<file path="config.mk">
export PLATFORM = sky130hd
export DESIGN_NAME = sstep_seq
export DESIGN_NICKNAME = d
export VERILOG_FILES = /design/src/rtl/sstep_pkg.sv /design/src/rtl/sstep_next_pos.sv /design/src/rtl/sstep_trap_ctl.sv /design/src/rtl/sstep_status_regs.sv /design/src/rtl/sstep_seq.sv
export SDC_FILE = /design/constraint.sdc
export NUM_CORES = 1
export LEC_CHECK = 0
export ABC_AREA = 1
export BUFFER_PORTS_ARGS = -buffer_cell sky130_fd_sc_hd__buf_2
export CAP_MARGIN = 5
export CORE_ASPECT_RATIO = 1.5
export CORE_MARGIN = 4
export CORE_UTILIZATION = 30
export DETAILED_ROUTE_END_ITERATION = 7
export SLEW_MARGIN = 10
export SYNTH_ARGS = -nofsm -noshare
export SYNTH_HDL_FRONTEND = slang
export SYNTH_SLANG_ARGS = --single-unit
</file>
<file path="constraint.sdc">
create_clock -name clk -period 4.9 [get_ports clk]
set_clock_uncertainty 0.2 [all_clocks]
set_input_delay 0.245 -clock clk [delete_from_list [all_inputs] [get_ports clk]]
set_output_delay 0.245 -clock clk [all_outputs]
set_load 0.005 [all_outputs]
</file>
<file path="src/rtl/sstep_pkg.sv">
// Shared types for the single-step sequencer.
// Assumes: at most one retire per cycle.
package sstep_pkg;

    // Outcome of the current cycle's retire, as decided by the trap control.
    typedef enum logic [1:0] {
        EV_NONE  = 2'd0,   // no accepted retire
        EV_ADV   = 2'd1,   // retire while not stepping: advance only
        EV_STEP  = 2'd2,   // retire while stepping: advance and trap
        EV_FAULT = 2'd3    // retire that faulted: hold position, report fault
    } sstep_ev_e;

endpackage

</file>
<file path="src/rtl/sstep_next_pos.sv">
// Next-instruction position calculator.
// Computes the address and slot that follow the current instruction.
// A normal bundle ends after its last slot. A long-immediate bundle ends one
// slot earlier. An alternate-set instruction advances by its byte length.
// Assumes BUNDLE_BYTES is a power of two and SLOTS >= 2.
module sstep_next_pos #(
    parameter int AW           = 64,
    parameter int SLOTS        = 3,
    parameter int BUNDLE_BYTES = 16,
    localparam int OFS         = $clog2(BUNDLE_BYTES),
    localparam int SW          = $clog2(SLOTS)
) (
    input  logic [AW-1:0]  cur_addr,
    input  logic [SW-1:0]  cur_slot,
    input  logic           tmpl_long,
    input  logic           alt_isa,
    input  logic [OFS-1:0] alt_len,
    output logic [AW-1:0]  nxt_addr,
    output logic [SW-1:0]  nxt_slot
);

    localparam logic [SW-1:0] LAST_SLOT = SW'(SLOTS - 1);
    localparam logic [SW-1:0] LONG_LAST = SW'(SLOTS - 2);

    logic          bundle_end;
    logic [AW-1:0] bundle_next;

    // Decide whether this slot closes the bundle and form the next bundle base.
    always_comb begin
        bundle_end  = (cur_slot >= LAST_SLOT) || (tmpl_long && (cur_slot >= LONG_LAST));
        bundle_next = {cur_addr[AW-1:OFS] + (AW-OFS)'(1), {OFS{1'b0}}};
    end

    // Select the continuation point for the instruction class.
    always_comb begin
        if (alt_isa) begin
            nxt_addr = cur_addr + AW'(alt_len);
            nxt_slot = '0;
        end else if (bundle_end) begin
            nxt_addr = bundle_next;
            nxt_slot = '0;
        end else begin
            nxt_addr = cur_addr;
            nxt_slot = cur_slot + SW'(1);
        end
    end

endmodule

</file>
<file path="src/rtl/sstep_trap_ctl.sv">
// Trap control for the single-step sequencer.
// Classifies each cycle's retire and raises the one-cycle trap or fault pulse.
// A retire is accepted only outside a return-from-interruption cycle and
// outside a trap or fault cycle. This gives the trap priority over the
// start of the next instruction.
// Assumes the retire strobe is a single-cycle qualifier.
module sstep_trap_ctl
    import sstep_pkg::*;
(
    input  logic      clk,
    input  logic      rst_n,
    input  logic      rfi_pulse,
    input  logic      retire_vld,
    input  logic      retire_fault,
    input  logic      live_step,
    output sstep_ev_e ev,
    output logic      trap_vld,
    output logic      fault_vld,
    output logic      issue_ok
);

    logic accept;

    // Qualify the retire and classify its outcome.
    always_comb begin
        accept = retire_vld && !rfi_pulse && !trap_vld && !fault_vld;
        if (!accept)
            ev = EV_NONE;
        else if (retire_fault)
            ev = EV_FAULT;
        else if (live_step)
            ev = EV_STEP;
        else
            ev = EV_ADV;
    end

    // Register the trap and fault pulses.
    always_ff @(posedge clk) begin
        if (!rst_n) begin
            trap_vld  <= 1'b0;
            fault_vld <= 1'b0;
        end else begin
            trap_vld  <= (ev == EV_STEP);
            fault_vld <= (ev == EV_FAULT);
        end
    end

    // Hold off the next instruction while an event is being taken.
    always_comb issue_ok = !(trap_vld || fault_vld);

endmodule

</file>
<file path="src/rtl/sstep_status_regs.sv">
// Saved and live status registers, plus the reported position.
// The live copy loads from the saved copy on a return from interruption.
// A trap or fault writes the position back into the saved copy.
// Assumes ev is already qualified: no event in a return-from-interruption cycle.
module sstep_status_regs
    import sstep_pkg::*;
#(
    parameter int AW = 64,
    parameter int SW = 2
) (
    input  logic          clk,
    input  logic          rst_n,
    input  logic          sav_wr,
    input  logic          sav_step_in,
    input  logic [SW-1:0] sav_slot_in,
    input  logic [AW-1:0] sav_addr_in,
    input  logic          rfi_pulse,
    input  sstep_ev_e     ev,
    input  logic [AW-1:0] nxt_addr,
    input  logic [SW-1:0] nxt_slot,
    output logic          live_step,
    output logic [SW-1:0] live_slot,
    output logic [AW-1:0] live_addr,
    output logic [SW-1:0] rpt_slot,
    output logic [AW-1:0] rpt_addr
);

    logic          sav_step;
    logic [SW-1:0] sav_slot;
    logic [AW-1:0] sav_addr;

    // Saved copy: an event write-back wins over a write from software.
    always_ff @(posedge clk) begin
        if (!rst_n) begin
            sav_step <= 1'b0;
            sav_slot <= '0;
            sav_addr <= '0;
        end else if (ev == EV_STEP) begin
            sav_step <= 1'b1;
            sav_slot <= nxt_slot;
            sav_addr <= nxt_addr;
        end else if (ev == EV_FAULT) begin
            sav_step <= live_step;
            sav_slot <= live_slot;
            sav_addr <= live_addr;
        end else if (sav_wr) begin
            sav_step <= sav_step_in;
            sav_slot <= sav_slot_in;
            sav_addr <= sav_addr_in;
        end
    end

    // Live copy: a return from interruption restores, a clean retire advances.
    always_ff @(posedge clk) begin
        if (!rst_n) begin
            live_step <= 1'b0;
            live_slot <= '0;
            live_addr <= '0;
        end else if (rfi_pulse) begin
            live_step <= sav_step;
            live_slot <= sav_slot;
            live_addr <= sav_addr;
        end else if (ev == EV_STEP || ev == EV_ADV) begin
            live_slot <= nxt_slot;
            live_addr <= nxt_addr;
            if (ev == EV_STEP)
                live_step <= 1'b0;
        end
    end

    // Reported position: the next instruction on a trap, the faulting one on a fault.
    always_ff @(posedge clk) begin
        if (!rst_n) begin
            rpt_slot <= '0;
            rpt_addr <= '0;
        end else if (ev == EV_STEP) begin
            rpt_slot <= nxt_slot;
            rpt_addr <= nxt_addr;
        end else if (ev == EV_FAULT) begin
            rpt_slot <= live_slot;
            rpt_addr <= live_addr;
        end
    end

endmodule

</file>
<file path="src/rtl/sstep_seq.sv">
// Single-step trap and slot sequencer, top level.
// Tracks the next-instruction position across bundles and alternate-set
// instructions. In step mode it lets one instruction retire and then traps.
// Assumes one retire per cycle, 16-byte bundles and three slots by default.
module sstep_seq
    import sstep_pkg::*;
#(
    parameter int  AW           = 64,
    parameter int  SLOTS        = 3,
    parameter int  BUNDLE_BYTES = 16,
    localparam int OFS          = $clog2(BUNDLE_BYTES),
    localparam int SW           = $clog2(SLOTS)
) (
    input  logic           clk,
    input  logic           rst_n,
    input  logic           sav_wr,
    input  logic           sav_step_in,
    input  logic [SW-1:0]  sav_slot_in,
    input  logic [AW-1:0]  sav_addr_in,
    input  logic           rfi_pulse,
    input  logic           retire_vld,
    input  logic           retire_fault,
    input  logic           tmpl_long,
    input  logic           alt_isa,
    input  logic [OFS-1:0] alt_len,
    output logic           live_step,
    output logic [SW-1:0]  live_slot,
    output logic [AW-1:0]  live_addr,
    output logic           issue_ok,
    output logic           trap_vld,
    output logic           fault_vld,
    output logic [SW-1:0]  rpt_slot,
    output logic [AW-1:0]  rpt_addr
);

    sstep_ev_e     ev;
    logic [AW-1:0] nxt_addr;
    logic [SW-1:0] nxt_slot;

    sstep_next_pos #(
        .AW(AW), .SLOTS(SLOTS), .BUNDLE_BYTES(BUNDLE_BYTES)
    ) u_next (
        .cur_addr (live_addr),
        .cur_slot (live_slot),
        .tmpl_long(tmpl_long),
        .alt_isa  (alt_isa),
        .alt_len  (alt_len),
        .nxt_addr (nxt_addr),
        .nxt_slot (nxt_slot)
    );

    sstep_trap_ctl u_ctl (
        .clk         (clk),
        .rst_n       (rst_n),
        .rfi_pulse   (rfi_pulse),
        .retire_vld  (retire_vld),
        .retire_fault(retire_fault),
        .live_step   (live_step),
        .ev          (ev),
        .trap_vld    (trap_vld),
        .fault_vld   (fault_vld),
        .issue_ok    (issue_ok)
    );

    sstep_status_regs #(.AW(AW), .SW(SW)) u_regs (
        .clk        (clk),
        .rst_n      (rst_n),
        .sav_wr     (sav_wr),
        .sav_step_in(sav_step_in),
        .sav_slot_in(sav_slot_in),
        .sav_addr_in(sav_addr_in),
        .rfi_pulse  (rfi_pulse),
        .ev         (ev),
        .nxt_addr   (nxt_addr),
        .nxt_slot   (nxt_slot),
        .live_step  (live_step),
        .live_slot  (live_slot),
        .live_addr  (live_addr),
        .rpt_slot   (rpt_slot),
        .rpt_addr   (rpt_addr)
    );

endmodule

</file>
# Yosys cells after proc, flatten, opt, wreduce, memory -nomap -nowiden

Index checks and enable logic that the tools add are counted.

Bits in registers: 202
Input port bits: 79
Logic and storage cells: 61

Add/sub/neg operators: 3
Magnitude comparators: 2
Eq/ne operators: 3
Multiplexer cells: 27
Reduce and logical (&&, ||, !) cells: 16

Operators by type and width:

| cell                                                               | number |
|---|---|
| two-way mux 64 bit                                                 | 9 |
| adder 64 x 4 -> 64 bit                                             | 1 |
| adder 60 x 1 -> 60 bit (second input constant)                     | 1 |
| two-way mux 2 bit                                                  | 12 |
| two-way mux 1 bit                                                  | 6 |
| nonzero test 2 bit                                                 | 3 |
| equality test 2 bit (second input constant)                        | 2 |
| logical AND 1 bit                                                  | 4 |
| zero test 1 bit                                                    | 4 |
| logical OR 1 bit                                                   | 3 |
| nonzero test 3 bit                                                 | 1 |
| adder 2 x 1 -> 2 bit (second input constant)                       | 1 |
| equality test 2 x 1 -> 1 bit (second input constant)               | 1 |
| greater-or-equal comparator 2 x 1 -> 1 bit (second input constant) | 1 |
| greater-or-equal comparator 2 bit (second input constant)          | 1 |
| AND reduction 2 bit                                                | 1 |

# Depth between registers and ports, before layout

Gate-level depths: netlist of run 1.

Word-level depth: 9
Depth in mapped cells: 17

# Cells and area by module

From an unflattened synthesis of run 1, not the netlist that was laid out.

Cell total of the unflattened synthesis: 1959
Area, all modules: 12145.4 um2

By module, submodules not included:

| module            | instances | cells an instance | area each (um2) |
|---|---|---|---|
| sstep_status_regs | 1         | 1396              | 9317.7 |
| sstep_next_pos    | 1         | 547               | 2726.4 |
| sstep_trap_ctl    | 1         | 16                | 101.3 |

# Worst setup path after synthesis of run 1

OpenSTA, ideal clock, no wires.

Kind: in2reg
Start: input rfi_pulse
End: register u_regs.sav_addr[26]
Setup time: 111 ps
Arrival: 2009 ps
Data required time: 4589 ps
Setup slack: 2580 ps
Cell stages on the path: 14
Buffers on the path: 2
Cells stage by stage: clkbuf_1 inv_1 nand3_1 a21oi_1 inv_1 ha_1 nor2_1 inv_2 nor2_1 inv_2 clkbuf_1 or2_1 nand3_1 inv_1

Cells in the longest elaborated chain, start to end: 8
Elaborated cells between the ends (all ways): 10
Classes of those cells: eq/ne (2); mux (3); reduce/logical (5)

RTL lines:

| element                             | line                    | source |
|---|---|---|
| start, declared                     | sstep_seq.sv:20         | `input logic rfi_pulse,` |
| zero test 1 bit (*)                 | sstep_trap_ctl.sv:26    | `accept = retire_vld && !rfi_pulse && !trap_vld && !fault_vld;` |
| logical AND 1 bit (*) (3 in series) | sstep_trap_ctl.sv:26    |  |
| two-way mux 2 bit (*)               | sstep_trap_ctl.sv:27    | `if (!accept)` |
| equality test 2 bit                 | sstep_status_regs.sv:42 | `end else if (ev == EV_FAULT) begin` |
| two-way mux 64 bit                  | sstep_status_regs.sv:42 |  |
| two-way mux 64 bit                  | sstep_status_regs.sv:38 | `end else if (ev == EV_STEP) begin` |
| end signal, assigned                | sstep_status_regs.sv:41 | `sav_addr <= nxt_addr;` |
| end signal, assigned                | sstep_status_regs.sv:45 | `sav_addr <= live_addr;` |
| end signal, assigned                | sstep_status_regs.sv:49 | `sav_addr <= sav_addr_in;` |
| end, declared                       | sstep_status_regs.sv:30 | `logic [AW-1:0] sav_addr;` |

Every way passes the cells marked *; elsewhere a longest branch is shown, timed or not.
A chain may end at the register's enable or synchronous reset.

# Final worst setup path of run 1

Start: input rfi_pulse
End: register u_regs.sav_addr[1]

Same word-level chain as after synthesis.

==> summary.md, run 1 <==
| Metric | Value |
|---|---|
| Status | `finished with violations` |
| Failing checks | `hold timing` |
| WL/cell | `17.4 microns` |
| Switching pwr | `0.00116 W` |
| Max-cap violations | `0` |
| Post-synth top area share | `0.343` |
| Comb pwr share | `0.145` |
| Starting density of the core | `0.305` |
| Post-synthesis mux area share | `0` |
| Core region area | `38600 sq um` |
| ANT nets after route | `0` |
| Mapped Cells | `1931` |
| Finished Layout Cells | `2669` |
| Dpl cells | `2565` |
| Pre-CTS WS | `1160 ps` |
| Top cell type by total area after synthesis | `dfxtp_1` |
| Yosys reg bits | `202` |
| Worst Path Buf+Inv | `8` |
| Die Ht | `251 microns` |
| RSZ-0062 raised after global routing | `no` |
| Tmin final | `3690 ps` |
| Vias in the first global route | `12.6k` |
| Global placement routability congestion | `0.941` |
| Yosys cell types | `40` |
| Setup CP Type | `in -> reg` |
| Fin worst setup slack | `1210 ps` |
| Final Cycle Share | `0.753` |
| Fin area | `14600 sq um` |
| Sequential area share after synthesis | `0.343` |
| Total number of vias | `13.1k` |
| Vias per cell | `4.92` |
| Max Freq | `0.271 GHz` |
| Power density over the cells | `272 nW/um^2` |
| Most used cell, CP | `inv_1` |
| Setup tns final | `0 ps` |
| Yosys warning total | `0` |
| Slowest CP cell | `buf_4` |
| Gr usage total | `0.211` |
| Max_slew headroom | `0.258` |
| Sw frac | `0.293` |
| Post-DP Area | `13300 sq um` |
| Max FO, Critical Path | `66` |
| Nets | `2252` |
| Synth Area in Adders | `0.0123` |
| DRC viols | `0` |
| Post-synthesis compound-gate area fraction | `0.166` |
| Max Root-Sink Buffers | `3` |
| DRT iter0 DRCs | `765` |
| Latest clock arrival within the worst-skew pair | `530 ps` |
| Largest net degree at the start of global routing | `107` |
| Cell Rows | `88` |
| Post-synthesis simple-gate area fraction | `0.350` |
| Hold Vio Cnt, Final | `1` |
| CTS root buf | `clkbuf_16` |
| H-tree depth | `1` |
| Cell with the most instances after synthesis | `nand2_1` |
| VDD IR max | `0.000245 V` |
| Setup crit start kind | `primary input` |
| CTS tree | `yes` |
| Syn Nets | `2021` |
| WHS | `-2.08 ps` |
| Area Overhead vs Synth | `23.5%` |
| Final Core Density | `0.377` |
| DR pass1 iterations | `5` |
| Internal power | `0.00281 W` |
| Clk sinks | `202` |
| R2R Path Start | `u_ctl.trap_vld` |
| Die Width | `170 microns` |
| Port Buf Inserts | `214` |
| Crit path cell chain | `dlygate4sd3_1, buf_2, inv_1, nand3_1, nor2_1, ha_2, buf_4, inv_1, nand2_1, buf_4, inv_2, a21oi_1, nand2_1, o211ai_1, inv_1` |
| Worst path required time | `5120 ps` |
| Delay of the slowest critical-path stage | `580 ps` |
| Combinational family with the most area after synthesis | `simple AND/OR/NAND/NOR gates` |
| Total CTS buffers | `23` |
| Clock share of power | `0.398` |
| Worst hold start | `sav_addr_in[52]` |
| CP startpoint | `rfi_pulse` |
| Number of hold buffers added after CTS | `67` |
| Layout cells sized above 1 | `0.148` |
| Data arrival, critical path | `3910 ps` |
| Leakage | `6.78 nW` |
| Die ar. | `42600 sq um` |
| Most used flip-flop cell after synthesis | `dfxtp_1` |
| Postcts setup bufs | `0` |
| Syn avg cell area | `6.11 sq um` |
| HP Class | `in -> reg` |
| Overflow after GRT | `0` |
| Critical path's top delay family | `buffers and inverters` |
| Ys async rst share | `0` |
| # diodes | `0` |
| Cts repair resizes | `0` |
| Setup Viol. Count Final | `0` |
| Antenna violations before repair | `0` |
| Worst-Margin Slew | `1110 ps` |
| Synth area leaders | `dfxtp_1 (34%), nand2_1 (18%), o21ai_0 (8.8%)` |
| Top Ports | `215` |
| First-pass GRT wire length | `72.1 mm` |
| Drt total wl | `46.5 mm` |
| Reg power frac | `0.458` |
| EDFF count, synth | `0` |
| Clock-pin slew on the worst setup and hold paths | `60 ps` |
| CP endpoint kind | `flip-flop` |
| DP HPWL | `34.2 mm` |
| Slew Viols, Final | `0` |
| Synth Area in XOR/XNOR | `0.0110` |
| Syn Std Cell Area | `11800 sq um` |
| Synth cell count leaders | `nand2_1 (565), inv_1 (272), o21ai_0 (207)` |
==> cell usage in the layout (no fill, tap or decap), drive strengths merged, types with 41 or more instances in the layout <==
| cell type | n |
|---|---|
| nand2 | 583 |
| inv | 284 |
| buf | 226 |
| o21ai | 217 |
| dfxtp | 202 |
| nand3 | 182 |
| nor2 | 147 |
| a21oi | 88 |
| dlygate4sd3 | 67 |
| a31oi | 41 |
==> worst min-delay path, stage by stage <==
cell     delay (ps)
buf_2            80
o21ai_0         100
o21ai_0          90
inv_1            40
a21oi_1         130
==> cell type report <==
class / instances / area [sq um]
fill: 4212 / 24100
multi-input combinational: 1357 / 6380
sequential: 202 / 4040
timing repair buffer: 293 / 1830
inverter: 285 / 1070
tap: 495 / 619
clock buffer: 32 / 609
clock inverter: 5 / 28.8
==> registers in the layout, summed over array words and instances (netlist names) <==
register,flops
u_regs.live_addr,64
u_regs.rpt_addr,64
u_regs.sav_addr,64
u_regs.live_slot,2
u_regs.rpt_slot,2
u_regs.sav_slot,2
u_ctl.fault_vld,1
u_ctl.trap_vld,1
u_regs.live_step,1
u_regs.sav_step,1
==> power by group through the flow <==
stage	Combinational, W	Clock [W]	Sequential, W
final	0.000575	0.00158	0.00182
after CTS	0.000579	0.00161	0.00182
after detailed placement	0.000536	0	0.00185
after global routing	0.000652	0.00168	0.00183
after global placement	0.000527	0	0.00185
after floorplan	0.000340	0	0.00183
==> cell families (layout without fill, tap and decap cells) <==
| group | count (synthesis) | after routing |
|---|---|---|
| and+or+nand+nor | 965 | 965 |
| buffers and inverters | 372 | 615 |
| AOI/OAI and AO/OA | 367 | 367 |
| DFF | 202 | 202 |
| xor gates and xnor gates | 14 | 14 |
| adders and majority gates | 11 | 11 |
==> final timing paths <==
path | endpoint | slack, ps | cells past startpoint
hold reg to reg | u_regs.live_addr[24] | 270 | 2
setup reg to reg | u_regs.sav_addr[1] | 1260 | 13
hold / removal | u_regs.sav_addr[52] | -2 | 5
setup / recovery | u_regs.sav_addr[1] | 1210 | 15
==> routing by layer <==
metal,GRT usage,vias to the layer above,wire length [microns]
li1,-,6627,-
met1,0.257,6066,19100
met2,0.379,341,23500
met3,0.0250,88,2170
met4,0.0781,0,1700
met5,0,-,0
==> stage by stage <==
stage	hold slack [ps]	power (W)
6_report	-2.08	0.00397
5_1_grt	39.8	0.00416
4_1_cts	27.3	0.00401
3_5_place_dp	265	0.00239
3_3_place_gp	261	0.00238
2_1_floorplan	236	0.00217
(Power assumes the default switching activity.)
==> inputs of run 2 (changes only) <==
Settings changed: ABC_AREA 1 to 0.
Clock period 4.9 ns to 3.5 ns, I/O delays scaled along.
==> summary.md, run 2 <==
| Metric | Value |
|---|---|
| Synth area leaders | `dfxtp_1 (35%), o21ai_0 (5.7%), a21oi_1 (4.8%)` |
| Port Buf Inserts | `214 (unchanged)` |
| Area Overhead vs Synth | `28.7%` |
| Data arrival, critical path | `3370 ps (-540 ps)` |
| Gr usage total | `0.245 (+0.0341)` |
| HP Class | `in -> reg` |
| Layout cells sized above 1 | `0.223 (+0.0753)` |
| Crit path cell chain | `ha_1, fa_1, a21oi_1, o21a_1, or3_1, nor4_1, mux2i_1, a21oi_1` |
| Top Ports | `215 (unchanged)` |
| Commonest non-fill, non-tap cell in the layout | `buf_2` |
| Cell with the most instances after synthesis | `dfxtp_1` |
| Finished Layout Cells | `2230 (-16%)` |
| DP HPWL | `39.3 mm (+15%)` |
| Sequential area share after synthesis | `0.351 (+0.00887)` |
| Dpl cells | `2120 (-17%)` |
| WHS | `52.9 ps (+55.0 ps)` |
| CTS root buf | `clkbuf_16` |
| Vias per cell | `5.72 (+16%)` |
| Largest net degree at the start of global routing | `144 (+35%)` |
| Core region area | `37800 sq um (-2.3%)` |
| Total CTS buffers | `24 (+4.3%)` |
| Max FO, Critical Path | `14 (-79%)` |
| Die ar. | `41600 sq um (-2.4%)` |
| Yosys reg bits | `202 (unchanged)` |
| Antenna violations before repair | `0 (unchanged)` |
| DRT iter0 DRCs | `938 (+23%)` |
| Worst-Margin Slew | `862 ps (-250 ps)` |
| Die Width | `168 microns (-1.2%)` |
| Post-DP Area | `13300 sq um (+0.30%)` |
| Total number of vias | `12.8k (-2.8%)` |
| Most used flip-flop cell after synthesis | `dfxtp_1` |
| Critical path's top delay family | `simple AND/OR/NAND/NOR gates` |
| DRC viols | `0 (unchanged)` |
| Postcts setup bufs | `0 (unchanged)` |
| Setup Viol. Count Final | `0 (unchanged)` |
| Max-cap violations | `0 (unchanged)` |
| Latest clock arrival within the worst-skew pair | `540 ps (about the same)` |
| Area of the multi-input gates | `6840 sq um (+7.3%)` |
| First-pass GRT wire length | `79.0 mm (+9.6%)` |
| # diodes | `0 (unchanged)` |
| Starting density of the core | `0.305 (-0.000812)` |
| Slew Viols, Final | `0 (unchanged)` |
| Leakage | `5.88 nW (-13%)` |
| Clock-pin slew on the worst setup and hold paths | `70 ps (about the same)` |
| EDFF count, synth | `0 (unchanged)` |
| Setup CP Type | `reg -> reg` |
| Vias in the first global route | `12.7k (+0.17%)` |
| Status | `finished clean` |
| ANT nets after route | `0 (unchanged)` |
| Max Freq | `0.316 GHz` |
| Synth cell count leaders | `dfxtp_1 (202), nand2_1 (132), o21ai_0 (131)` |
| Syn avg cell area | `7.85 sq um (+28%)` |
| Max_slew headroom | `0.425 (+0.167)` |
| Most used cell, CP | `a21oi_1` |
| Mapped Cells | `1465 (-24%)` |
| Power density over the cells | `414 nW/um^2 (+52%)` |
| Top cell type by total area after synthesis | `dfxtp_1` |
| Clk sinks | `202 (unchanged)` |
| Yosys warning total | `0 (unchanged)` |
| Filler instances | `3911 (-7.1%)` |
| Tmin final | `3160 ps` |
| Worst Path Buf+Inv | `0 (-8)` |
| H-tree depth | `1 (unchanged)` |
| DR pass1 iterations | `5 (unchanged)` |
| Yosys cell types | `71 (+78%)` |
| Max Root-Sink Buffers | `3 (unchanged)` |
| Overflow after GRT | `0 (unchanged)` |
| WL/cell | `24.1 microns (+38%)` |
| Cell Rows | `87 (-1.1%)` |
| Final Cycle Share | `0.904` |
| Post-synth top area share | `0.351 (+0.00887)` |
| CTS tree | `yes` |
| Largest regs | `u_regs.live_addr: 64 flops, u_regs.rpt_addr: 64 flops, u_regs.sav_addr: 64 flops` |
| Fin area | `14800 sq um (+1.6%)` |
| Slowest CP cell | `nor4_1` |
| Syn Nets | `1555 (-23%)` |
| Drt total wl | `53.7 mm (+15%)` |
| VDD IR max | `0.000374 V (+53%)` |
| Setup tns final | `0 ps (unchanged)` |
| Reg area | `4040 sq um (unchanged)` |
| Worst path required time | `3700 ps (-1420 ps)` |
| Nets | `1816 (-19%)` |
| R2r setup slk | `340 ps (-920 ps)` |
| Setup crit start kind | `flip-flop` |
| Die Ht | `248 microns (-1.2%)` |
| Most frequent cells in the layout | `buf_2 (213), dfxtp_1 (202), nand2_1 (132), o21ai_0 (131), a21oi_1 (111)` |
| Syn Std Cell Area | `11500 sq um (-2.5%)` |
| Delay of the slowest critical-path stage | `620 ps (+40 ps)` |
| CP endpoint kind | `flip-flop` |
| Hold Vio Cnt, Final | `0 (-1)` |
| Global placement routability congestion | `1.00 (+6.5%)` |
| Ys async rst share | `0 (unchanged)` |
| RSZ-0062 raised after global routing | `no` |
[run 2: cell count changes after synthesis, moves of 43 or more]
cell     before  now
inv_1       272   22
xnor2_1       3   46
o21ai_0     207  131
nor3_1       12   61
nand3_1     177   62
nand2_1     565  132
o21a_1        0   43
[run 2: worst paths after layout]
| kind | endpoint | from | cells after the start |
|---|---|---|---|
| worst max-delay path | u_regs.live_addr[30] | u_regs.live_addr[0] | 8 |
| worst min-delay path | u_ctl.trap_vld | rst_n | 3 |
| worst max register to register | u_regs.live_addr[30] | u_regs.live_addr[0] | 8 |
| worst min register to register | u_regs.rpt_addr[36] | u_regs.rpt_addr[36] | 2 |
[run 2: cell type report]
type / instances / area share
multi-input combinational: 1106 / 0.462
sequential: 202 / 0.273
tap: 489 / 0.0413
clock inverter: 11 / 0.00921
timing repair buffer: 367 / 0.163
inverter: 25 / 0.00634
clock buffer: 30 / 0.0455
[run 2: per-stage QoR]
step	util	setup WS [ps]	power, W
after global routing	0.392	218	0.00635
final	0.392	337	0.00614
after CTS	0.392	401	0.00617
after detailed placement	0.352	409	0.00348
after floorplan	-	550	0.00308
after global placement	0.352	440	0.00347
[run 2: kinds of logic (layout without fill, tap and decap cells)]
kind of cell	Yosys count	after routing	synth area share
muxes	57	57	0.0513
adders and majority gates	11	11	0.0126
buffers and inverters	157	433	0.0548
DFF	202	202	0.351
AOI/OAI and AO/OA	427	427	0.235
xor gates and xnor gates	52	52	0.0396
and+or+nand+nor	559	559	0.255
[run 2: routing by layer]
layer	global-route usage	wire [microns]	vias up
li1	-	-	5921
met2	0.455	27500	539
met4	0.120	2980	0
met5	0	0	-
met3	0.0398	3180	143
met1	0.270	20000	6148
[run 2: worst min-delay path: stages]
cell	delay, ps
buf_4	130
nand2_1	110
clkinv_1	270
[run 2: power by group]
part,switching (W),total (W),internal [W]
clock network,0.00106,0.00264,0.00158
logic,0.000529,0.000909,0.000380
registers,0.000154,0.00259,0.00244
[run 2: timing repair]
action	in CTS	in global routing
endpoints found under the hold margin	69	0
resized for setup	0	0
hold buffers	69	0
==> inputs of run 3 (changes only) <==
Settings changed: ABC_AREA 0 to 1, GPL_ROUTABILITY_DRIVEN set to 1.
==> summary.md, run 3 (synthesized netlist as in run 1, its figures left out) <==
| Metric | Value |
|---|---|
| Status | `finished clean` |
| Max-cap violations | `0 (unchanged)` |
| Latest clock arrival within the worst-skew pair | `520 ps (-20 ps)` |
| WL/cell | `17.2 microns (-28%)` |
| Tmin final | `2890 ps (-275 ps)` |
| Max FO, Critical Path | `46 (+32)` |
| Die Width | `170 microns (+1.2%)` |
| VDD IR max | `0.000287 V (-23%)` |
| DP HPWL | `34.2 mm (-13%)` |
| First-pass GRT wire length | `72.8 mm (-7.9%)` |
| ANT nets after route | `0 (unchanged)` |
| Hold Vio Cnt, Final | `0 (unchanged)` |
| Clock-pin slew on the worst setup and hold paths | `60 ps (about the same)` |
| Min-Delay Endpoint | `u_regs.rpt_addr[0]` |
| Setup crit start kind | `primary input` |
| CP endpoint kind | `flip-flop` |
| RSZ-0062 raised after global routing | `no` |
| Max_slew headroom | `0.419 (-0.00608)` |
| DRC viols | `0 (unchanged)` |
| R2R depth | `12 (+4)` |
| Antenna violations before repair | `0 (unchanged)` |
| FF-to-FF End | `u_regs.sav_addr[2]` |
| Dpl cells | `2569 (+21%)` |
| Finished Layout Cells | `2678 (+20%)` |
| Clk sinks | `202 (unchanged)` |
| Total number of vias | `13.2k (+3.8%)` |
| Top Ports | `215 (unchanged)` |
| Core region area | `38600 sq um (+2.3%)` |
| Crit path cell chain | `dlygate4sd3_1, buf_2, inv_1, nand3_1, a21oi_1, ha_1, nor2_4, inv_2, nor2_1, inv_2, buf_4, nand2_1, o221ai_1, inv_1` |
| Max Freq | `0.346 GHz (+9.5%)` |
| Area Overhead vs Synth | `25.2%` |
| CP startpoint | `rfi_pulse` |
| Leakage | `6.88 nW (+17%)` |
| Slew Viols, Final | `0 (unchanged)` |
| Hold Crit Depth | `8 (+5)` |
| Layout cells sized above 1 | `0.152 (-0.0714)` |
| R2R Path Start | `u_ctl.trap_vld` |
| DR pass1 iterations | `5 (unchanged)` |
| Worst-Margin Slew | `871 ps (+9.12 ps)` |
| Slowest CP cell | `inv_2` |
| Overflow after GRT | `0 (unchanged)` |
| Number of hold buffers added after CTS | `70 (+1.4%)` |
| Vias in the first global route | `13.0k (+2.8%)` |
| R2r setup slk | `630 ps (+290 ps)` |
| Global placement routability congestion | `0.956 (-4.6%)` |
| Cell Rows | `88 (+1.1%)` |
| Starting density of the core | `0.305 (+0.000812)` |
| Total CTS buffers | `23 (-4.2%)` |
| Port Buf Inserts | `214 (unchanged)` |
| Gr usage total | `0.212 (-0.0334)` |
| Largest net degree at the start of global routing | `130 (-9.7%)` |
| Nets | `2259 (+24%)` |
| DRT iter0 DRCs | `882 (-6.0%)` |
| Cts repair resizes | `0 (unchanged)` |
| Max Root-Sink Buffers | `3 (unchanged)` |
| Setup tns final | `0 ps (unchanged)` |
| Delay of the slowest critical-path stage | `560 ps (-60 ps)` |
| H-tree depth | `1 (unchanged)` |
| Drt total wl | `46.2 mm (-14%)` |
| # diodes | `0 (unchanged)` |
| Setup CP Type | `in -> reg` |
| Most frequent cells in the layout | `nand2_1 (565), inv_1 (271), buf_2 (214), o21ai_0 (207), dfxtp_1 (202)` |
| Setup Viol. Count Final | `0 (unchanged)` |
| Postcts setup bufs | `0 (unchanged)` |
| Worst hold start | `alt_len[0]` |
| CTS root buf | `clkbuf_16` |
| CTS tree | `yes` |
| Power density over the cells | `396 nW/um^2 (-4.4%)` |
| Final Cycle Share | `0.825 (-0.0784)` |
| Commonest non-fill, non-tap cell in the layout | `nand2_1` |
| Data arrival, critical path | `3100 ps (-270 ps)` |
| Worst path required time | `3710 ps (about the same)` |
| Die ar. | `42600 sq um (+2.5%)` |
| HP Class | `in -> reg` |
| Vias per cell | `4.94 (-14%)` |
| Die Ht | `251 microns (+1.2%)` |
| Largest regs | `u_regs.live_addr: 64 flops, u_regs.rpt_addr: 64 flops, u_regs.sav_addr: 64 flops` |
-- run 3: changes by cell type in the layout (fill, tap and decap cells not counted), moves of 49 or more --
cell / change
buf_4: -70
inv_1: +250
nand2_1: +433
nand3_1: +115
nor3_1: -49
o21ai_0: +76
-- run 3: how the worst max path moves through the flow --
| stage | to | depth (start not counted) |
|---|---|---|
| after floorplan | u_regs.sav_addr[26] | 13 |
| after global placement | u_regs.sav_addr[2] | 12 |
| after detailed placement | u_regs.sav_addr[2] | 12 |
| after CTS | u_regs.sav_addr[2] | 12 |
| after global routing | u_regs.sav_addr[2] | 12 |
| final | u_regs.sav_addr[2] | 14 |
-- run 3: area by class of cell --
cell class	count	area, sq um
repair buffers	300	1920
well taps	495	619
clock inverters	9	130
flip-flops and latches	202	4040
inverters	285	1070
multi-input cells	1357	6380
clock buffers	30	622
fillers	4184	23900
-- run 3: where the power goes --
| part | internal [W] | leakage (nW) | switching [W] | total [W] |
|---|---|---|---|---|
| Combinational | 0.000309 | 4.86 | 0.000508 | 0.000817 |
| Sequential | 0.00242 | 1.65 | 0.000122 | 0.00254 |
| Clock | 0.00147 | 0.367 | 0.00102 | 0.00249 |
-- run 3: layer usage --
metal | up-vias | wire [microns] | GRT usage | share of wire
met3 | 83 | 1910 | 0.0195 | 0.041
met5 | - | 0 | 0 | 0
met4 | 0 | 1730 | 0.0756 | 0.037
li1 | 6633 | - | - | -
met1 | 6158 | 19400 | 0.260 | 0.42
met2 | 357 | 23200 | 0.382 | 0.50
-- run 3: through the flow --
step | util | cell area (sq um) | hold WS (ps) | setup slack [ps] | total power (W)
6_report | 0.382 | 14800 | 78.7 | 612 | 0.00585
2_1_floorplan | - | 11800 | 173 | 1190 | 0.00303
5_1_grt | 0.382 | 14800 | 133 | 394 | 0.00612
4_1_cts | 0.382 | 14800 | 61.9 | 639 | 0.00591
3_3_place_gp | 0.345 | 13300 | 255 | 682 | 0.00334
3_5_place_dp | 0.345 | 13300 | 263 | 663 | 0.00335
-- run 3: worst max-delay path: cells and delay by family --
| family | cells | cell delay [ps] |
|---|---|---|
| buffers and inverters | 7 | 1930 |
| AND/OR/NAND/NOR | 4 | 330 |
| adder cells (fa/ha/maj) | 1 | 280 |
| AO/OA/AOI/OAI | 2 | 360 |
